### src/rtl/rbm_pkg.sv
// Package: shared types of the deferred refresh manager.
// Assumes: nothing beyond IEEE 1800-2017.
package rbm_pkg;
    // Collect samples, or hold a request until the scheduler acknowledges.
    typedef enum logic {
        ST_COLLECT = 1'b0,
        ST_WAIT    = 1'b1
    } rbm_state_e;
endpackage

### src/rtl/rbm_sampler.sv
// Module: rbm_sampler
// Decodes the activation bank into a per-bank strobe and applies the
// probability gate (rand_val below SAMPLE_NUM). Assumes NB >= 2 and that the
// caller gates activations with 'accept' while a request is outstanding.
module rbm_sampler #(
    parameter int NB         = 8,
    parameter int RND_W      = 8,
    parameter int SAMPLE_NUM = 3,
    localparam int BANK_W    = $clog2(NB)
) (
    input  logic              accept,
    input  logic              act_valid,
    input  logic [BANK_W-1:0] act_bank,
    input  logic [RND_W-1:0]  rand_val,
    output logic [NB-1:0]     touch_vec,
    output logic              take
);
    // Probability gate shared by all banks.
    assign take = rand_val < RND_W'(SAMPLE_NUM);

    for (genvar b = 0; b < NB; b++) begin : g_dec
        // Strobe for bank b when an accepted activation addresses it.
        assign touch_vec[b] = accept && act_valid && (act_bank == BANK_W'(b));
    end
endmodule

### src/rtl/rbm_bank_slot.sv
// Module: rbm_bank_slot
// One bank's aggressor slot: held row, valid bit and a saturating counter of
// activations to the held row (the target-row monitor). Assumes 'clear' has
// priority over any activation in the same cycle.
module rbm_bank_slot #(
    parameter int ROW_W  = 16,
    parameter int CAP    = 4,
    localparam int CNT_W = $clog2(CAP + 1)
) (
    input  logic             clk,
    input  logic             rst_n,
    input  logic             touch,
    input  logic             take,
    input  logic [ROW_W-1:0] row_in,
    input  logic             clear,
    output logic             valid_o,
    output logic [ROW_W-1:0] row_o,
    output logic             at_cap_o
);
    logic [CNT_W-1:0] cnt_q;

    // Monitor has reached its cap.
    assign at_cap_o = valid_o && (cnt_q == CNT_W'(CAP));

    // Load a sample, count repeat hits, or clear on refresh issue.
    always_ff @(posedge clk) begin
        if (!rst_n || clear) begin
            valid_o <= 1'b0;
            row_o   <= '0;
            cnt_q   <= '0;
        end else if (touch) begin
            if (!valid_o && take) begin
                valid_o <= 1'b1;
                row_o   <= row_in;
                cnt_q   <= '0;
            end else if (valid_o && (row_in == row_o) && !at_cap_o) begin
                cnt_q <= cnt_q + 1'b1;
            end
        end
    end
endmodule

### src/rtl/rbm_batch_ctl.sv
// Module: rbm_batch_ctl
// Group controller: delay timer from the first sample, trigger on timer or
// any monitor cap, one-cycle request pulse with latched mask and rows, then
// wait for acknowledge. Assumes slot rows read zero when the slot is empty.
module rbm_batch_ctl
    import rbm_pkg::*;
#(
    parameter int NB    = 8,
    parameter int ROW_W = 16,
    parameter int DLY_W = 8
) (
    input  logic                clk,
    input  logic                rst_n,
    input  logic [NB-1:0]       valid_vec,
    input  logic [NB-1:0]       cap_vec,
    input  logic [NB*ROW_W-1:0] rows_in,
    input  logic [DLY_W-1:0]    cfg_delay,
    input  logic                ack,
    output logic                accept,
    output logic                clear,
    output logic                waiting,
    output logic                req,
    output logic [NB-1:0]       mask,
    output logic [NB*ROW_W-1:0] rows
);
    rbm_state_e       state_q;
    logic [DLY_W-1:0] timer_q;
    logic             any_valid;
    logic             fire;

    // Trigger when a group exists and either the timer or a monitor expired.
    assign any_valid = |valid_vec;
    assign waiting   = (state_q == ST_WAIT);
    assign fire      = !waiting && any_valid && ((timer_q >= cfg_delay) || (|cap_vec));
    assign clear     = fire;
    assign accept    = !waiting && !fire;

    // Delay timer: runs while a group is held, saturates, restarts on issue.
    always_ff @(posedge clk) begin
        if (!rst_n || fire || !any_valid) begin
            timer_q <= '0;
        end else if (timer_q != {DLY_W{1'b1}}) begin
            timer_q <= timer_q + 1'b1;
        end
    end

    // Request pulse and hand-over state.
    always_ff @(posedge clk) begin
        if (!rst_n) begin
            state_q <= ST_COLLECT;
            req     <= 1'b0;
        end else begin
            req <= fire;
            if (fire) begin
                state_q <= ST_WAIT;
            end else if (waiting && ack) begin
                state_q <= ST_COLLECT;
            end
        end
    end

    // Latch the group snapshot on issue and hold it through the wait.
    always_ff @(posedge clk) begin
        if (!rst_n) begin
            mask <= '0;
            rows <= '0;
        end else if (fire) begin
            mask <= valid_vec;
            rows <= rows_in;
        end
    end
endmodule

### src/rtl/rbm_refresh_batcher.sv
// Module: rbm_refresh_batcher (top)
// Deferred multi-bank aggressor refresh manager: per-bank probabilistic
// sampling, per-bank target-row monitors, one batched refresh request.
// Assumes the scheduler answers every request with refresh_ack.
module rbm_refresh_batcher #(
    parameter int NB         = 8,
    parameter int ROW_W      = 16,
    parameter int RND_W      = 8,
    parameter int SAMPLE_NUM = 3,
    parameter int CAP        = 4,
    parameter int DLY_W      = 8,
    localparam int BANK_W    = $clog2(NB)
) (
    input  logic                clk,
    input  logic                rst_n,
    input  logic                act_valid,
    input  logic [BANK_W-1:0]   act_bank,
    input  logic [ROW_W-1:0]    act_row,
    input  logic [RND_W-1:0]    rand_val,
    input  logic [DLY_W-1:0]    cfg_delay,
    output logic                refresh_req,
    output logic [NB-1:0]       refresh_mask,
    output logic [NB*ROW_W-1:0] refresh_rows,
    input  logic                refresh_ack
);
    logic [NB-1:0]       touch_vec;
    logic [NB-1:0]       valid_vec;
    logic [NB-1:0]       cap_vec;
    logic [NB*ROW_W-1:0] rows_flat;
    logic                take;
    logic                accept;
    logic                clear;
    logic                waiting;

    rbm_sampler #(
        .NB(NB), .RND_W(RND_W), .SAMPLE_NUM(SAMPLE_NUM)
    ) u_sampler (
        .accept(accept), .act_valid(act_valid), .act_bank(act_bank),
        .rand_val(rand_val), .touch_vec(touch_vec), .take(take)
    );

    for (genvar b = 0; b < NB; b++) begin : g_slot
        rbm_bank_slot #(.ROW_W(ROW_W), .CAP(CAP)) u_slot (
            .clk(clk), .rst_n(rst_n), .touch(touch_vec[b]), .take(take),
            .row_in(act_row), .clear(clear), .valid_o(valid_vec[b]),
            .row_o(rows_flat[b*ROW_W +: ROW_W]), .at_cap_o(cap_vec[b])
        );
    end

    rbm_batch_ctl #(.NB(NB), .ROW_W(ROW_W), .DLY_W(DLY_W)) u_ctl (
        .clk(clk), .rst_n(rst_n), .valid_vec(valid_vec), .cap_vec(cap_vec),
        .rows_in(rows_flat), .cfg_delay(cfg_delay), .ack(refresh_ack),
        .accept(accept), .clear(clear), .waiting(waiting),
        .req(refresh_req), .mask(refresh_mask), .rows(refresh_rows)
    );
endmodule

### config.mk
export PLATFORM = sky130hd
export DESIGN_NAME = rbm_refresh_batcher
export DESIGN_NICKNAME = d
export VERILOG_FILES = /design/src/rtl/rbm_pkg.sv /design/src/rtl/rbm_sampler.sv /design/src/rtl/rbm_bank_slot.sv /design/src/rtl/rbm_batch_ctl.sv /design/src/rtl/rbm_refresh_batcher.sv
export SDC_FILE = /design/constraint.sdc
export NUM_CORES = 1
export LEC_CHECK = 0
export CORE_ASPECT_RATIO = 0.7
export CORE_MARGIN = 1.5
export CORE_UTILIZATION = 45
export DETAILED_ROUTE_END_ITERATION = 10
export PLACE_DENSITY_LB_ADDON = 0.12
export SYNTH_ARGS = -nofsm -noshare
export SYNTH_HDL_FRONTEND = slang
export SYNTH_SLANG_ARGS = --single-unit
export TNS_END_PERCENT = 20
### constraint.sdc
create_clock -name clk -period 2.45 [get_ports clk]
set_clock_uncertainty 0.05 [all_clocks]
set_input_delay 0.49 -clock clk [delete_from_list [all_inputs] [get_ports clk]]
set_output_delay 0.49 -clock clk [all_outputs]
set_load 0.1 [all_outputs]
==> results of run 1 <==
-- power breakdown --
group	total, uW	internal, uW	switching [uW]
Combinational	694	326	369
Clock	5040	3020	2020
Sequential	4990	4980	8.19
Total	10700	8330	2400
-- stage by stage --
step	power, uW	util	setup TNS [ps]	cell area [um2]
after global placement	5740	0.568	-157920	15900
after detailed placement	5740	0.568	-162080	15900
after floorplan	5390	-	-3580	12800
after global routing	11000	0.627	-3760	17500
final	10700	0.627	-114	17500
after CTS	10800	0.614	-13.3	17100
-- flip-flops by register name, indices dropped and copies added (netlist names) --
name,count
u_ctl.req,1
u_ctl.mask,8
u_ctl.rows,128
u_ctl.timer_q,8
g_slot.u_slot.valid_o,8
g_slot.u_slot.cnt_q,24
g_slot.u_slot.row_o,128
u_ctl.waiting,1
-- cells by family (layout without fill, tap and decap cells) --
kind of cell    count (synthesis)  after routing  share of synthesized area
flops                         306            306                      0.480
buf+inv                       139            446                     0.0462
compound gates                213            213                      0.132
mux                           130            130                      0.102
xor+xnor                      132            132                     0.0905
simple gates                  322            324                      0.125
fa+ha+maj                      25             25                     0.0245
-- what timing repair did --
action	CTS	global route
gates resized for setup	22	33
cloned	4	6
buffers inserted	6	8
hold endpoints to repair	0	0
hold buffers	0	0
endpoints found under the setup margin	120	152
pin swaps	10	13
-- cells in the mapped netlist, drive strengths merged (2+ instances only) --
cell	instances	area, um2
nor3	26	130
a21oi	39	195
o22ai	2	12.5
mux2i	130	1300
or3	2	17.5
nand3	35	175
a22o	136	1190
a2111oi	3	26.3
clkbuf	59	221
and4	5	45.0
and3	17	113
xnor2	88	771
ha	25	313
and2	5	31.3
nor2	154	578
o22a	2	17.5
dfxtp	306	6130
a22oi	4	30.0
nor4	15	113
inv	40	150
buf	40	219
a311oi	2	17.5
nand2b	2	12.5
xor2	44	385
nand2	11	43.8
nand4	34	219
o21ai	12	60.1
or4	6	45.0
nor2b	4	25.0
o21a	3	22.5
nand4b	2	17.5
-- layout by cell type (no fill, tap or decap), types with 5 or more instances in the layout --
cell,n
dfxtp_2,5
clkbuf_16,37
xor2_1,44
mux2i_1,128
clkbuf_8,6
ha_1,21
nand2_1,10
clkinv_2,5
a21oi_1,33
bufinv_16,5
clkdlybuf4s50_1,35
nor3_1,26
nand4_1,33
clkbuf_1,5
and2_1,5
or4_4,5
a22o_1,135
buf_12,35
and3_1,13
xnor2_1,88
inv_1,36
o21ai_0,11
nor4_1,8
nor2_1,153
nor4_2,5
a21oi_2,5
nand3_2,6
buf_4,263
buf_6,5
dfxtp_1,301
nand3_1,28
-- path summary, 6_finish.rpt --
path                                                              from                                     end  slack [ps]  depth (start not counted)
worst max-delay path            g_slot[6].u_slot.cnt_q[0]$_SDFFE_PP0P_  g_slot[5].u_slot.cnt_q[2]$_SDFFE_PP0P_         -50                          8
worst min-delay path                       u_ctl.rows[65]$_SDFFE_PN0P_             u_ctl.rows[65]$_SDFFE_PN0P_         420                          1
worst max register to register  g_slot[6].u_slot.cnt_q[0]$_SDFFE_PP0P_  g_slot[5].u_slot.cnt_q[2]$_SDFFE_PP0P_         -50                          8
worst min register to register             u_ctl.rows[65]$_SDFFE_PN0P_             u_ctl.rows[65]$_SDFFE_PN0P_         420                          1
-- per-layer routing --
| layer | up-vias | global-route usage | wire length (um) |
|---|---|---|---|
| li1 | 5062 | - | - |
| met3 | 53 | 0.0426 | 2730 |
| met1 | 5072 | 0.392 | 19400 |
| met2 | 326 | 0.355 | 15800 |
| met5 | - | 0 | 0 |
| met4 | 0 | 0.0627 | 871 |
-- layout make-up --
cell class	count	area, um2
Inverter	40	158
Fill cell	2292	10400
Multi-Input combinational cell	824	6320
Clock inverter	14	205
Clock buffer	42	877
Timing Repair Buffer	350	3330
Tap cell	371	464
Sequential cell	306	6130
-- worst max-delay path: cells and delay by family, from the launching register on --
kind,cells,cell delay (ps)
and+or+nand+nor,3,1040
AOI/OAI and AO/OA,3,830
DFF,1,330
adders and majority gates,1,140
buffers and inverters,1,50
==> flow_metrics.py, run 1 <==
metrics = {
    "setup_path": {
        "worstPathCellList": "inv_2 -> ha_4 -> and3_4 -> a211o_4 -> o31a_1 -> or3_4 -> or4_4 -> a21oi_2",
        "critPathRequiredTime_ps": 2900,
        "arrival_ps": 2960,
        "crit_path_max_incr_delay_ps": 430,
        "cpMaxStageDelayCell": "or3_4",
        "cp-end-kind": "register",
        "crit_fanout": 6,
        "worstSetupPathType": "reg -> reg",
        "start_kind": "register",
    },
    "global_routing": {
        "grt_start_max_net_pins": 40,
        "grt_pass1_vias": 9557,
        "grt-ovfl-total": 0,
        "grt_pass1_wl_um": 57000,
        "antenna_found_initial": 0,
        "grtUsageTotal": 0.252,
    },
    "placed_design": {
        "portBuffers": 175,
        "dp_slack_ps": -748,
        "hpwl_um": 26200,
        "finalWeightedCongestion": 0.887,
        "placed_cells": 1868,
    },
    "pwr": {
        "power_density_mw_per_mm2": 613,
        "peakVddDrop_mv": 0.440,
        "leakage_uw": 0.00793,
    },
    "clock_network": {
        "cts_sinks": 306,
        "clock_latency_ps": 560,
        "numCtsBuffers": 30,
        "cts_root_buf": "clkbuf_16",
        "htreeDepth": 1,
        "tritoncts": "done",
        "cts.path.max_buffers": 3,
        "clk_pin_slew_worst_paths_ps": 70,
    },
    "detailed_routing": {
        "vias": 10513,
        "drc": 0,
        "drt_iter0_markers": 740,
        "wirelength_um": 38800,
        "postRouteAntennaNets": 0,
        "vias_per_cell": 5.40,
        "firstDrtPassIters": 5,
        "detail_route.wl_per_cell_um": 19.9,
    },
    "timing": {
        "hold_ws_ps": 424,
        "grt_setup_unrepaired": "yes",
        "finalCriticalPeriod_ps": 2500,
        "finalMaxSlewViolations": 0,
        "relSlewSlack": 0.671,
        "hold_violations": 0,
        "setup-violations-final": 5,
        "finalWorstSetupSlack_ps": -50.8,
        "max_freq_ghz": 0.400,
        "period_share": 1.02,
        "tightest_slew_ps": 482,
    },
    "floorplan": {
        "die_area_mm2": 0.0294,
        "die_w_um": 204,
        "core_mm2": 0.0279,
        "rows": 51,
        "io_pins": 176,
        "die_h_um": 144,
        "initial_core_util": 0.458,
    },
    "synth": {
        "synth_area_per_cell_um2": 10.1,
        "ys_ff_latch": 306,
        "synth_warnings": 0,
        "synth_area_mm2": 0.0128,
        "synthArstFlopShare": 0,
        "synth_cells": 1267,
        "ys_seq_area_frac": 0.480,
        "synth-edff-count": 0,
        "ys.flop_type": "dfxtp_1",
        "synthesis.nets": 1331,
        "yosys.cell_types.count": 56,
    },
    "hold_path": {
        "hp-class": "reg -> reg",
    },
    "cells_and_area": {
        "drive_gt1_frac": 0.267,
        "nets": 1616,
        "num_antenna_cells": 0,
        "final_cells": 1947,
        "syn_to_final_growth_pct": 36.9,
    },
    "outcome": {
        "status": "complete, but fails checks",
        "violations": "setup timing",
    },
    "flow_run": {
        "cap_violations": 0,
    },
}
Power figures use the tool's default switching activity.
==> run 2: changes to the inputs <==
- CORE_MARGIN: 1.5 -> unset
- SETUP_SLACK_MARGIN: unset -> 0.2
==> run 2 against run 1 <==
Effect of this change:
- the run still ends with setup timing left
- worst hold slack better by 1.2 ps
- highest routed layer unchanged
- maximum frequency hardly changed
- die area is 1.2% lower
- clock-buffer cell count is 1 lower
==> flow_metrics.py, run 2 (same netlist as run 1, synthesis figures left out) <==
metrics = {
    "detailed_routing": {
        "wl_met1_um": 17500,
        "wirelength_um": 37000,
        "drt_iter0_markers": 550,
        "vias": 10353,
        "drc": 0,
        "vias_per_cell": 5.32,
        "detail_route.wl_per_cell_um": 19.0,
        "top_layer_used": "met4",
        "dr_wl_met3_um": 2000,
        "routed-wl-met2_um": 16900,
        "firstDrtPassIters": 5,
        "postRouteAntennaNets": 0,
    },
    "setup_path": {
        "path_buf_inv": 1,
        "cpMaxStageDelayCell": "or4_4",
        "crit_fanout": 5,
        "arrival_ps": 2950,
        "start_kind": "register",
        "crit_family": "simple AND/OR/NAND/NOR gates",
        "worstSetupPathType": "reg -> reg",
        "cp-end-kind": "register",
        "crit_path_max_incr_delay_ps": 490,
        "worstPathCellList": "inv_2 -> ha_4 -> nand2b_4 -> a2111o_1 -> and3_4 -> or3_4 -> or4_4 -> a21oi_2",
        "critPathRequiredTime_ps": 2900,
    },
    "global_routing": {
        "grt_start_max_net_pins": 32,
        "grt-ovfl-total": 0,
        "grtUsageTotal": 0.252,
        "grt_pass1_vias": 10059,
        "grt_pass1_wl_um": 57200,
        "antenna_found_initial": 1,
    },
    "timing": {
        "finalWorstSetupSlack_ps": -51.2,
        "finalMaxSlewViolations": 0,
        "setup-violations-final": 15,
        "grt_setup_unrepaired": "yes",
        "hold_violations": 0,
        "period_share": 1.02,
        "max_freq_ghz": 0.400,
        "relSlewSlack": 0.677,
        "tightest_slew_ps": 483,
        "finalCriticalPeriod_ps": 2500,
    },
    "pwr": {
        "power_uw": 10600,
        "leakage_uw": 0.00784,
        "peakVddDrop_mv": 0.407,
        "power_density_mw_per_mm2": 598,
    },
    "cells_and_area": {
        "register_area_mm2": 0.00614,
        "nets": 1616,
        "reg_top3": "g_slot.u_slot.row_o x128, u_ctl.rows x128, g_slot.u_slot.cnt_q x24",
        "mostFrequentLayoutCells": "298 x dfxtp_1, 271 x buf_4, 139 x nor2_1, 135 x a22o_1, 116 x mux2i_1",
        "n_fill_cell": 2331,
        "drive_gt1_frac": 0.295,
        "post-route-util": 0.634,
        "final_common_cell": "dfxtp_1",
        "final_cells": 1947,
        "final_area_mm2": 0.0177,
        "syn_to_final_growth_pct": 38.2,
        "multi_input_area_mm2": 0.00665,
    },
    "placed_design": {
        "dp_slack_ps": -732,
        "hpwl_um": 26100,
        "placed_cells": 1885,
        "place_area_mm2": 0.0160,
        "portBuffers": 175,
        "finalWeightedCongestion": 0.856,
    },
    "floorplan": {
        "rows": 51,
        "initial_core_util": 0.459,
        "die_w_um": 203,
        "io_pins": 176,
        "die_area_mm2": 0.0291,
        "core_mm2": 0.0278,
        "die_h_um": 143,
    },
    "clock_network": {
        "htreeDepth": 1,
        "hold_buffers": 0,
        "tritoncts": "done",
        "clock_latency_ps": 560,
        "cts_sinks": 306,
        "clk_pin_slew_worst_paths_ps": 60,
        "cts_root_buf": "clkbuf_16",
        "cts.path.max_buffers": 3,
        "numCtsBuffers": 29,
    },
    "outcome": {
        "status": "complete, but fails checks",
        "violations": "setup timing",
    },
    "flow_run": {
        "cap_violations": 0,
    },
    "hold_path": {
        "hp-class": "reg -> reg",
    },
}
run 2: cell count changes in the layout (fill, tap and decap cells not counted), sizes merged, moves of 3 or more:
cell,previous run,this run
clkbuf,49,41
clkdlybuf4s50,35,29
clkinvlp,4,0
dlygate4sd2,2,5
buf,304,313
dlymetal6s2s,1,4
run 2: per-layer routing:
layer  global-route usage  up-vias
met5                    0        -
li1                     -     5067
met4               0.0582        0
met1                0.354     4987
met2                0.403      257
met3               0.0434       42
run 2: cell type report:
| type | count | area share |
|---|---|---|
| multi-input cells | 824 | 0.377 |
| flip-flops and latches | 306 | 0.348 |
| repair buffers | 351 | 0.182 |
| clock buffers | 41 | 0.0459 |
| well taps | 371 | 0.0263 |
| clock inverters | 13 | 0.0124 |
| inverters | 40 | 0.00893 |
| diodes | 1 | 0.000142 |
run 2: worst paths after layout:
kind,start,end,slack (ps),depth (start not counted)
max,u_ctl.timer_q[0]$_SDFFE_PP0P_,g_slot[5].u_slot.cnt_q[2]$_SDFFE_PP0P_,-50,8
min,u_ctl.rows[60]$_SDFFE_PN0P_,u_ctl.rows[60]$_SDFFE_PN0P_,430,1
max reg2reg,u_ctl.timer_q[0]$_SDFFE_PP0P_,g_slot[5].u_slot.cnt_q[2]$_SDFFE_PP0P_,-50,8
min reg2reg,u_ctl.rows[60]$_SDFFE_PN0P_,u_ctl.rows[60]$_SDFFE_PN0P_,430,1
run 2: worst register-to-register path: cells and delay by family, from the launching register on:
family                   cells  cell delay [ps]
AND/OR/NAND/NOR              4             1240
AO/OA/AOI/OAI                2              560
flip-flops                   1              330
adder cells (fa/ha/maj)      1              220
buffers and inverters        1               40
run 2: repair_timing:
item	CTS	global route
setup endpoints to repair	293	300
setup buffers	4	1
pin swaps	97	23
resized for setup	79	52
gates cloned	2	0
run 2: report_power, final:
group          switching (uW)  internal (uW)  leakage (uW)
clock network            1950           2940      0.000508
logic                     357            319       0.00487
registers                8.33           4980       0.00247
total                    2320           8230       0.00784
run 2: metrics by stage:
stage / setup TNS, ps / hold slack, ps
3_5_place_dp: -165080 / 409
5_1_grt: -9440 / 436
3_3_place_gp: -155170 / 407
4_1_cts: -207 / 427
2_1_floorplan: -1640 / 414
6_report: -360 / 425
==> run 3: changes to the inputs <==
- clock period: 2.45 -> 2.5 ns (I/O delays scaled with it)
==> run 3 against run 2 <==
Effect of this change:
- the flow still finishes with violations (setup timing)
- register-to-register slack about the same
- wire length up 5.8%
- non-clock buffer count down 9
- critical path type unchanged
- largest cell class unchanged
==> flow_metrics.py, run 3 (same netlist as run 1, synthesis figures left out) <==
metrics = {
    "global_routing": {
        "grt_pass1_vias": 9817,
        "grt_start_max_net_pins": 58,
        "grtUsageTotal": 0.258,
        "grt-ovfl-total": 0,
        "antenna_found_initial": 1,
        "grt_pass1_wl_um": 57800,
    },
    "hold_path": {
        "hp-start": "u_ctl.rows[78]$_SDFFE_PN0P_",
        "hp-class": "reg -> reg",
        "holdPathStages": 1,
        "min_to": "u_ctl.rows[78]$_SDFFE_PN0P_",
    },
    "floorplan": {
        "initial_core_util": 0.459,
        "die_w_um": 203,
        "io_pins": 176,
        "die_area_mm2": 0.0291,
        "die_h_um": 143,
        "core_mm2": 0.0278,
        "rows": 51,
    },
    "detailed_routing": {
        "firstDrtPassIters": 5,
        "postRouteAntennaNets": 0,
        "drt_iter0_markers": 700,
        "drc": 0,
        "vias_per_cell": 5.41,
        "wirelength_um": 39100,
        "detail_route.wl_per_cell_um": 20.2,
        "vias": 10491,
    },
    "clock_network": {
        "htreeDepth": 1,
        "numCtsBuffers": 30,
        "hold_buffers": 0,
        "clk_pin_slew_worst_paths_ps": 70,
        "tritoncts": "done",
        "clock_latency_ps": 580,
        "cts.path.max_buffers": 3,
        "cts_root_buf": "clkbuf_16",
        "cts_sinks": 306,
    },
    "setup_path": {
        "r2r_setup_slack_ps": -50,
        "crit_family": "buffers and inverters",
        "rr_endpoint": "g_slot[4].u_slot.row_o[4]$_SDFFE_PP0P_",
        "cpMaxStageDelayCell": "dfxtp_2",
        "crit_fanout": 8,
        "start_kind": "register",
        "critPathRequiredTime_ps": 2890,
        "reg2reg_from": "g_slot[6].u_slot.cnt_q[0]$_SDFFE_PP0P_",
        "ff2ff_path_depth": 13,
        "cp-end-kind": "register",
        "crit_path_max_incr_delay_ps": 330,
        "arrival_ps": 2940,
        "path_buf_inv": 6,
        "worstSetupPathType": "reg -> reg",
        "crit_top_cell": "buf_6",
        "worstPathCellList": "inv_2 -> ha_2 -> and3_4 -> a211o_4 -> buf_6 -> o31ai_4 -> buf_6 -> clkbuf_16 -> nand4_1 -> buf_6 -> clkbuf_16 -> mux2i_1 -> nor2_1",
    },
    "placed_design": {
        "dp_slack_ps": -667,
        "hpwl_um": 26900,
        "placed_cells": 1860,
        "finalWeightedCongestion": 0.858,
        "portBuffers": 175,
    },
    "cells_and_area": {
        "final_common_cell": "dfxtp_1",
        "n_fill_cell": 2353,
        "nets": 1608,
        "reg_top3": "g_slot.u_slot.row_o x128, u_ctl.rows x128, g_slot.u_slot.cnt_q x24",
        "drive_gt1_frac": 0.272,
        "final_cells": 1939,
        "syn_to_final_growth_pct": 36.7,
        "mostFrequentLayoutCells": "301 x dfxtp_1, 258 x buf_4, 153 x nor2_1, 135 x a22o_1, 127 x mux2i_1",
        "post-route-util": 0.627,
    },
    "timing": {
        "hold_violations": 0,
        "finalWorstSetupSlack_ps": -49.2,
        "period_share": 1.02,
        "finalCriticalPeriod_ps": 2550,
        "setup-violations-final": 1,
        "tightest_slew_ps": 436,
        "grt_setup_unrepaired": "yes",
        "relSlewSlack": 0.702,
        "finalMaxSlewViolations": 0,
        "max_freq_ghz": 0.392,
    },
    "pwr": {
        "peakVddDrop_mv": 0.482,
        "leakage_uw": 0.00785,
        "power_density_mw_per_mm2": 601,
    },
    "flow_run": {
        "cap_violations": 0,
    },
    "outcome": {
        "status": "complete, but fails checks",
        "violations": "setup timing",
    },
}
-- run 3: cell types whose count changed in the layout (fill, tap and decap cells not counted), moves of 6 or more --
cell and delta:
mux2i_1 +11, nor3_1 +9, clkbuf_16 +8, nor2_1 +14, buf_4 -13, nor2_4 -13
mux2i_4 -13, buf_12 -10, nor3_2 -6
-- run 3: report_power, final --
group | internal, uW | switching, uW | total, uW
clock | 2960 | 1980 | 4940
sequential | 4880 | 7.93 | 4890
combinational | 300 | 355 | 655
total | 8140 | 2340 | 10500
-- run 3: how the worst max path moves through the flow --
stage | start | end | slack, ps | depth (start not counted)
after floorplan | cfg_delay[1] | g_slot[3].u_slot.row_o[13]$_SDFFE_PP0P_ | -70 | 9
after global placement | cfg_delay[7] | g_slot[3].u_slot.row_o[13]$_SDFFE_PP0P_ | -640 | 8
after detailed placement | cfg_delay[7] | g_slot[3].u_slot.row_o[15]$_SDFFE_PP0P_ | -670 | 8
after CTS | act_row[14] | g_slot[5].u_slot.cnt_q[2]$_SDFFE_PP0P_ | 50 | 10
after global routing | g_slot[6].u_slot.cnt_q[0]$_SDFFE_PP0P_ | g_slot[4].u_slot.row_o[4]$_SDFFE_PP0P_ | -110 | 13
final | g_slot[6].u_slot.cnt_q[0]$_SDFFE_PP0P_ | g_slot[4].u_slot.row_o[4]$_SDFFE_PP0P_ | -50 | 13
-- run 3: layout make-up --
type | instances | area (um2) | share of cell area
flip-flops and latches | 306 | 6130 | 0.351
well taps | 371 | 464 | 0.0266
clock inverters | 13 | 214 | 0.0123
multi-input cells | 824 | 6370 | 0.365
repair buffers | 342 | 3240 | 0.185
inverters | 40 | 158 | 0.00903
clock buffers | 42 | 876 | 0.0502
diodes | 1 | 2.50 | 0.000143
-- run 3: through the flow --
| step | total power [uW] | cell area, um2 | hold WS, ps | TNS, ps |
|---|---|---|---|---|
| 3_3_place_gp | 5600 | 15700 | 409 | -153140 |
| 2_1_floorplan | 5290 | 12900 | 414 | -554 |
| 3_5_place_dp | 5600 | 15700 | 408 | -161330 |
| 5_1_grt | 10800 | 17500 | 439 | -456 |
| 6_report | 10500 | 17500 | 422 | -49.2 |
| 4_1_cts | 10500 | 17000 | 428 | 0 |
-- run 3: repair_timing --
item                       4_1_cts  5_1_grt
gates resized for setup         27       58
gates cloned                     4        7
pin swaps                       12       99
setup buffers                    4        8
setup endpoints to repair      297      293
-- run 3: per-layer routing --
layer / routed length, um / vias up / global-route usage
li1: - / 5053 / -
met1: 19900 / 5068 / 0.402
met2: 15900 / 335 / 0.365
met3: 2870 / 35 / 0.0484
met4: 403 / 0 / 0.0495
met5: 0 / - / 0
